--- src/rtl/trap_pkg.sv ---
package trap_pkg;
  typedef enum logic [1:0] {
    PRIV_U = 2'd0,
    PRIV_S = 2'd1,
    PRIV_M = 2'd3
  } priv_e;

  localparam int ST_UIE  = 0;
  localparam int ST_SIE  = 1;
  localparam int ST_MIE  = 3;
  localparam int ST_UPIE = 4;
  localparam int ST_SPIE = 5;
  localparam int ST_MPIE = 7;
  localparam int ST_SPP  = 8;
  localparam int ST_MPP  = 11;
  localparam int ST_MPRV = 17;

  localparam logic [1:0] VEC_MODE_VECTORED = 2'b01;
endpackage

--- src/rtl/trap_level_sel.sv ---
module trap_level_sel #(
  parameter int CODE_W = 5,
  localparam int NCAUSE = 1 << CODE_W
) (
  input  logic              is_irq,
  input  logic [CODE_W-1:0] code,
  input  logic [1:0]        cur_priv,
  input  logic [NCAUSE-1:0] irq_mdeleg,
  input  logic [NCAUSE-1:0] exc_mdeleg,
  input  logic [NCAUSE-1:0] irq_sdeleg,
  input  logic [NCAUSE-1:0] exc_sdeleg,
  output logic [1:0]        lvl
);
  import trap_pkg::*;

  logic [NCAUSE-1:0] m_mask, s_mask;
  logic              m_bit, s_bit;

  // the trap kind picks which pair of masks is consulted
  assign m_mask = is_irq ? irq_mdeleg : exc_mdeleg;
  assign s_mask = is_irq ? irq_sdeleg : exc_sdeleg;
  assign m_bit  = m_mask[code];
  assign s_bit  = s_mask[code];

  always_comb begin
    lvl = PRIV_M;
    if (cur_priv != PRIV_M && m_bit) begin
      lvl = PRIV_S;
      if (cur_priv == PRIV_U && s_bit) lvl = PRIV_U;
    end
  end
endmodule

--- src/rtl/trap_status_stack.sv ---
module trap_status_stack #(
  parameter int XLEN = 32
) (
  input  logic [XLEN-1:0] status,
  input  logic [1:0]      lvl,
  input  logic [1:0]      prev,
  output logic [XLEN-1:0] status_nx
);
  import trap_pkg::*;

  always_comb begin
    status_nx = status;
    unique case (lvl)
      PRIV_U: begin
        status_nx[ST_UPIE] = status[ST_UIE];
        status_nx[ST_UIE]  = 1'b0;
      end
      PRIV_S: begin
        status_nx[ST_SPP]  = prev[0];
        status_nx[ST_SPIE] = status[ST_SIE];
        status_nx[ST_SIE]  = 1'b0;
      end
      default: begin
        status_nx[ST_MPP+1:ST_MPP] = prev;
        status_nx[ST_MPIE]         = status[ST_MIE];
        status_nx[ST_MIE]          = 1'b0;
      end
    endcase
  end
endmodule

--- src/rtl/trap_target.sv ---
module trap_target #(
  parameter int XLEN   = 32,
  parameter int CODE_W = 5,
  localparam int NLVL  = 3
) (
  input  logic              is_irq,
  input  logic [CODE_W-1:0] code,
  input  logic [1:0]        lvl,
  input  logic [XLEN-1:0]   utvec,
  input  logic [XLEN-1:0]   stvec,
  input  logic [XLEN-1:0]   mtvec,
  output logic [XLEN-1:0]   target
);
  import trap_pkg::*;

  logic [XLEN-1:0] vecs [NLVL];
  logic [XLEN-1:0] base [NLVL];
  logic [NLVL-1:0] vmode;
  logic [1:0]      idx;

  assign vecs[0] = utvec;
  assign vecs[1] = stvec;
  assign vecs[2] = mtvec;

  // per-level base and mode decode
  for (genvar g = 0; g < NLVL; g++) begin : g_lvl
    assign base[g]  = {vecs[g][XLEN-1:2], 2'b00};
    assign vmode[g] = (vecs[g][1:0] == VEC_MODE_VECTORED);
  end

  always_comb begin
    unique case (lvl)
      PRIV_U:  idx = 2'd0;
      PRIV_S:  idx = 2'd1;
      default: idx = 2'd2;
    endcase
  end

  always_comb begin
    target = base[idx];
    if (is_irq && vmode[idx]) target = base[idx] + (XLEN'(code) << 2);
  end
endmodule

--- src/rtl/trap_entry_ctrl.sv ---
module trap_entry_ctrl #(
  parameter int XLEN = 32,
  parameter int CODE_W = 5,
  parameter logic [XLEN-1:0] RESET_VEC = 'h100,
  localparam int NCAUSE = 1 << CODE_W
) (
  input  logic              clk,
  input  logic              rst,
  input  logic              trap_valid,
  input  logic              trap_is_irq,
  input  logic [CODE_W-1:0] trap_code,
  input  logic [XLEN-1:0]   trap_val,
  input  logic [XLEN-1:0]   trap_pc,
  input  logic [1:0]        cur_priv,
  input  logic [XLEN-1:0]   status_in,
  input  logic [NCAUSE-1:0] irq_mdeleg,
  input  logic [NCAUSE-1:0] exc_mdeleg,
  input  logic [NCAUSE-1:0] irq_sdeleg,
  input  logic [NCAUSE-1:0] exc_sdeleg,
  input  logic [XLEN-1:0]   mtvec,
  input  logic [XLEN-1:0]   stvec,
  input  logic [XLEN-1:0]   utvec,
  output logic              redirect,
  output logic              trap_taken,
  output logic [XLEN-1:0]   redirect_pc,
  output logic [1:0]        priv_o,
  output logic [XLEN-1:0]   status_o,
  output logic [XLEN-1:0]   cause_o,
  output logic [XLEN-1:0]   epc_o,
  output logic [XLEN-1:0]   tval_o
);
  import trap_pkg::*;

  localparam int PAD_W = XLEN - 1 - CODE_W;

  logic [1:0]      lvl;
  logic [XLEN-1:0] status_nx;
  logic [XLEN-1:0] target;
  logic [XLEN-1:0] cause_nx;
  logic [XLEN-1:0] reset_status;

  trap_level_sel #(.CODE_W(CODE_W)) u_sel (
    .is_irq     (trap_is_irq),
    .code       (trap_code),
    .cur_priv   (cur_priv),
    .irq_mdeleg (irq_mdeleg),
    .exc_mdeleg (exc_mdeleg),
    .irq_sdeleg (irq_sdeleg),
    .exc_sdeleg (exc_sdeleg),
    .lvl        (lvl)
  );

  trap_status_stack #(.XLEN(XLEN)) u_stack (
    .status    (status_in),
    .lvl       (lvl),
    .prev      (cur_priv),
    .status_nx (status_nx)
  );

  trap_target #(.XLEN(XLEN), .CODE_W(CODE_W)) u_tgt (
    .is_irq (trap_is_irq),
    .code   (trap_code),
    .lvl    (lvl),
    .utvec  (utvec),
    .stvec  (stvec),
    .mtvec  (mtvec),
    .target (target)
  );

  assign cause_nx = {trap_is_irq, {PAD_W{1'b0}}, trap_code};

  always_comb begin
    reset_status          = status_in;
    reset_status[ST_MIE]  = 1'b0;
    reset_status[ST_MPRV] = 1'b0;
  end

  always_ff @(posedge clk) begin
    if (rst) begin
      redirect    <= 1'b1;
      trap_taken  <= 1'b0;
      redirect_pc <= RESET_VEC;
      priv_o      <= PRIV_M;
      status_o    <= reset_status;
      cause_o     <= '0;
      epc_o       <= '0;
      tval_o      <= '0;
    end else begin
      redirect   <= trap_valid;
      trap_taken <= trap_valid;
      if (trap_valid) begin
        redirect_pc <= target;
        priv_o      <= lvl;
        status_o    <= status_nx;
        cause_o     <= cause_nx;
        epc_o       <= trap_pc;
        tval_o      <= trap_val;
      end
    end
  end
endmodule

--- config.mk ---
export PLATFORM = sky130hd
export DESIGN_NAME = trap_entry_ctrl
export DESIGN_NICKNAME = d
export VERILOG_FILES = /design/src/rtl/trap_pkg.sv /design/src/rtl/trap_level_sel.sv /design/src/rtl/trap_status_stack.sv /design/src/rtl/trap_target.sv /design/src/rtl/trap_entry_ctrl.sv
export SDC_FILE = /design/constraint.sdc
export NUM_CORES = 1
export LEC_CHECK = 0
export BUFFER_PORTS_ARGS = -buffer_cell sky130_fd_sc_hd__buf_2
export CORE_AREA = 2 2 193 195
export CTS_CLUSTER_DIAMETER = 40
export CTS_CLUSTER_SIZE = 40
export DETAILED_ROUTE_END_ITERATION = 6
export DIE_AREA = 0 0 195 197
export GPL_TIMING_DRIVEN = 0
export SETUP_SLACK_MARGIN = 0.1
export SLEW_MARGIN = 20
export SYNTH_ARGS = -nofsm -noshare
export SYNTH_HDL_FRONTEND = slang
export SYNTH_SLANG_ARGS = --single-unit
--- constraint.sdc ---
create_clock -name clk -period 6.96 [get_ports clk]
set_input_delay 1.392 -clock clk [delete_from_list [all_inputs] [get_ports clk]]
set_output_delay 1.392 -clock clk [all_outputs]
set_load 0.03 [all_outputs]
==> flow_summary_export.csv <==
group,metric,value,unit
drt,drcViolationCount,0,
place,gp_congestion,0.928,
min_path,hp-class,"reg2reg",
sta,fin_crit_sh,92.4,%
pwr,leakage,5.69,nW
die,io_pins,495,
synth,syn_inst,828,
drt,dr.pass1.iters,7,
sta,slew_viol_final,0,
synth,netlist_area,8020,µm²
drt,ant_nets,0,
layout,area_delta_synth_final,45.4,%
cts,cts_buffers,17,
global_routing,grt_pass1_vias,8390,
synth,ys.flop_type,"dfxtp_1",
sta,finalSetupViolCount,0,
drt,wl_per_cell,20.5,µm
worst_setup_path,critPathMaxFanout,10,
sta,fin_ws,0.528,ns
sta,worst_slew_pin_slew,0.963,ns
synth,yosysSeqAreaShare,37.7,%
layout,finish.instance_area,11700,µm²
status,status,"complete, no violations",
cts,cts_tree,"done",
worst_setup_path,worstSetupPathType,"in2reg",
cts,cts_hold_buf,0,
die,core,36300,µm²
pwr,power_density,218,nW/µm²
synth,ys_top_cells_by_area,"dfxtp_1, mux2i_1, edfxtp_1, nor2_1, mux4_2",
sta,timing.fmax,155,MHz
die,start_util,22.1,%
cts,cts_root_buf,"clkbuf_16",
layout,multi_input_area,4500,µm²
layout,nets,1677,
synth,yosys_warnings,0,
synth,synth_top_area_share,26.5,%
place,hpwl,31.5,mm
synth,synth_area_leader_cell,"dfxtp_1",
cts,cts.path.max_buffers,2,
synth,ys_ff_latch,136,
synth,synth-async-reset-ratio,0,%
cts,h-tree-depth,4,
layout,regArea,3020,µm²
global_routing,antenna_found_initial,3,
layout,nFillCells,3873,
sta,fin_setup_tns,0,ns
worst_setup_path,critPathArrivalTime,6.75,ns
sta,timing.final.crit_period,6.43,ns
drt,wirelength,37.4,mm
global_routing,grt_max_degree,32,
sta,rsz0062_at_grt,"false",
sta,hold_viol_final,0,
pwr,ir_drop,115,µV
synth,syn_avg_cell_area,9.69,µm²
job,maxCapViolations,0,
die,die_x,195,µm
sta,finClkSkew,0,ns
worst_setup_path,cp-start-kind,"input pin",
drt,vias_per_cell,4.63,
place,post-place-ws,-0.417,ns
worst_setup_path,critical_path_required,7.27,ns
cts,clk_pin_slew,0.07,ns
synth,synth_cell_types,72,
cts,clock_sinks,136,
global_routing,grt_usage,19.0,%
global_routing,grt_pass1_wl,53.6,mm
synth,synth_edf_count,30,
place,dpl-instance-area,11100,µm²
die,die-height,197,µm
worst_setup_path,critPathCaptureType,"flop",
place,port_buffers,465,
global_routing,gr-total-overflow,0,
layout,drive_above_1_share,44.1,%
die,die_area,38400,µm²
sta,relSlewSlack,35.6,%
drt,drtIter0Drc,418,
cts,clk_latency,0.42,ns
die,num_rows,70,
drt,vias,8452,
-- per-layer routing --
| metal | up-vias | track usage [%] | part of all wire (%) |
|---|---|---|---|
| li1 | 4065 | - | - |
| met2 | 366 | 33.0 | 49 |
| met5 | - | 0 | 0 |
| met1 | 3987 | 23.9 | 44 |
| met3 | 34 | 3.64 | 5.4 |
| met4 | 0 | 5.20 | 1.8 |
-- where the power goes --
| group | switching, mW | total (mW) | internal, mW | leakage (nW) |
|---|---|---|---|---|
| clock network | 0.401 | 0.893 | 0.492 | 0.281 |
| logic | 0.477 | 0.758 | 0.281 | 4.22 |
| registers | 0.0255 | 0.896 | 0.871 | 1.19 |
-- state kept, by name (all words and copies together), names as in the netlist --
signal,count
status_o,32
tval_o,32
cause_o,6
epc_o,32
priv_o,2
trap_taken,1
redirect_pc,30
redirect,1
-- critical path, cell delays in order --
cell and delay, ns:
buf_2 0.14, buf_2 0.27, nor2_1 0.18, a22oi_1 0.25, a21oi_1 0.18, o41a_1 0.45
buf_4 0.19, nor3_4 0.49, buf_2 0.42, buf_1 0.68, o22ai_1 0.16, a31oi_1 0.30
ha_1 0.34, o21ai_0 0.10, nand2b_1 0.17, and3_1 0.21, clkbuf_1 0.25, a31o_2 0.32
a32o_1 0.25
-- logic make-up after synthesis --
group / synth area share (%)
DFF: 37.7
AOI/OAI and AO/OA: 14.4
buffers and inverters: 7.66
muxes: 20.9
adders and majority gates: 1.03
and+or+nand+nor: 17.3
xor gates and xnor gates: 0.983
other: 0.0468
-- path summary, 6_finish.rpt --
path	startpoint	end	slack, ns	depth (start not counted)
hold / removal	redirect_pc[23]	redirect_pc[23]	0.46	2
setup / recovery	trap_code[3]	redirect_pc[27]	0.53	19
setup reg to reg	redirect_pc[8]	redirect_pc[8]	6.13	3
hold reg to reg	redirect_pc[23]	redirect_pc[23]	0.46	2
-- cell usage in the layout, fill, tap and decap left out, types with 6 or more instances in the layout --
master     Yosys  routed
a211oi_1       9       9
a21oi_1       23      23
a221oi_1      11      11
a22oi_1       11      11
a311oi_1       7       7
a31o_2         7       7
and2_1        24      24
buf_1         15      15
buf_2         10     475
buf_4         31      32
buf_6          7       7
clkbuf_1      27      24
clkbuf_16      0      18
conb_1         1      28
dfxtp_1      106     106
edfxtp_1      30      30
inv_1         20      20
mux2_2         9       9
mux2i_1      117     117
mux4_2        12      12
nand2_1       39      39
nand2b_1      10      10
nand3_1       12      12
nand4_1       21      21
nor2_1       110     110
nor2b_1       10       8
nor3_1         9       9
o21ai_0       17      17
o221ai_1      17      17
o31ai_1        9       9
or4_1          6       6
xnor2_1        6       6
-- cells in the mapped netlist (3+ instances only) --
cell	instances
a211oi_1	9
a21o_1	4
a21oi_1	23
a221o_1	3
a221oi_1	11
a22oi_1	11
a311oi_1	7
a31o_2	7
a31oi_1	4
a32o_1	4
and2_1	24
and4_1	3
buf_1	15
buf_2	10
buf_4	31
buf_6	7
clkbuf_1	27
dfxtp_1	106
edfxtp_1	30
ha_1	5
inv_1	20
mux2_2	9
mux2i_1	117
mux4_1	5
mux4_2	12
nand2_1	39
nand2b_1	10
nand3_1	12
nand4_1	21
nor2_1	110
nor2b_1	10
nor3_1	9
nor3b_1	4
nor4_1	5
o21ai_0	17
o221ai_1	17
o221ai_2	3
o22ai_1	3
o31ai_1	9
or3_1	5
or4_1	6
xnor2_1	6
xor2_1	3
-- cell type report --
| cell class | instances | area share (%) |
|---|---|---|
| clock buffers | 18 | 3.86 |
| well taps | 468 | 5.02 |
| multi-input cells | 608 | 38.6 |
| diodes | 4 | 0.0858 |
| flip-flops and latches | 136 | 25.9 |
| clock inverters | 14 | 1.08 |
| repair buffers | 467 | 20.2 |
| inverters | 20 | 0.644 |
| plain buffers | 90 | 4.61 |
-- through the flow --
step | util (%) | power [mW] | cells | hold slack, ns
2_1_floorplan | - | 1.38 | 855 | 0.585
3_3_place_gp | 30.4 | 1.67 | 1788 | 0.436
4_1_cts | 32.1 | 2.58 | 1820 | 0.464
3_5_place_dp | 30.5 | 1.67 | 1789 | 0.443
6_report | 32.2 | 2.55 | 1825 | 0.460
5_1_grt | 32.2 | 2.68 | 1823 | 0.478
-- timing repair --
action	in CTS	in global routing
resized for setup	1	4
endpoints found under the setup margin	2	12
setup buffers	0	1
pin swaps	0	1
Note: power is estimated with default switching activity, not from simulation.
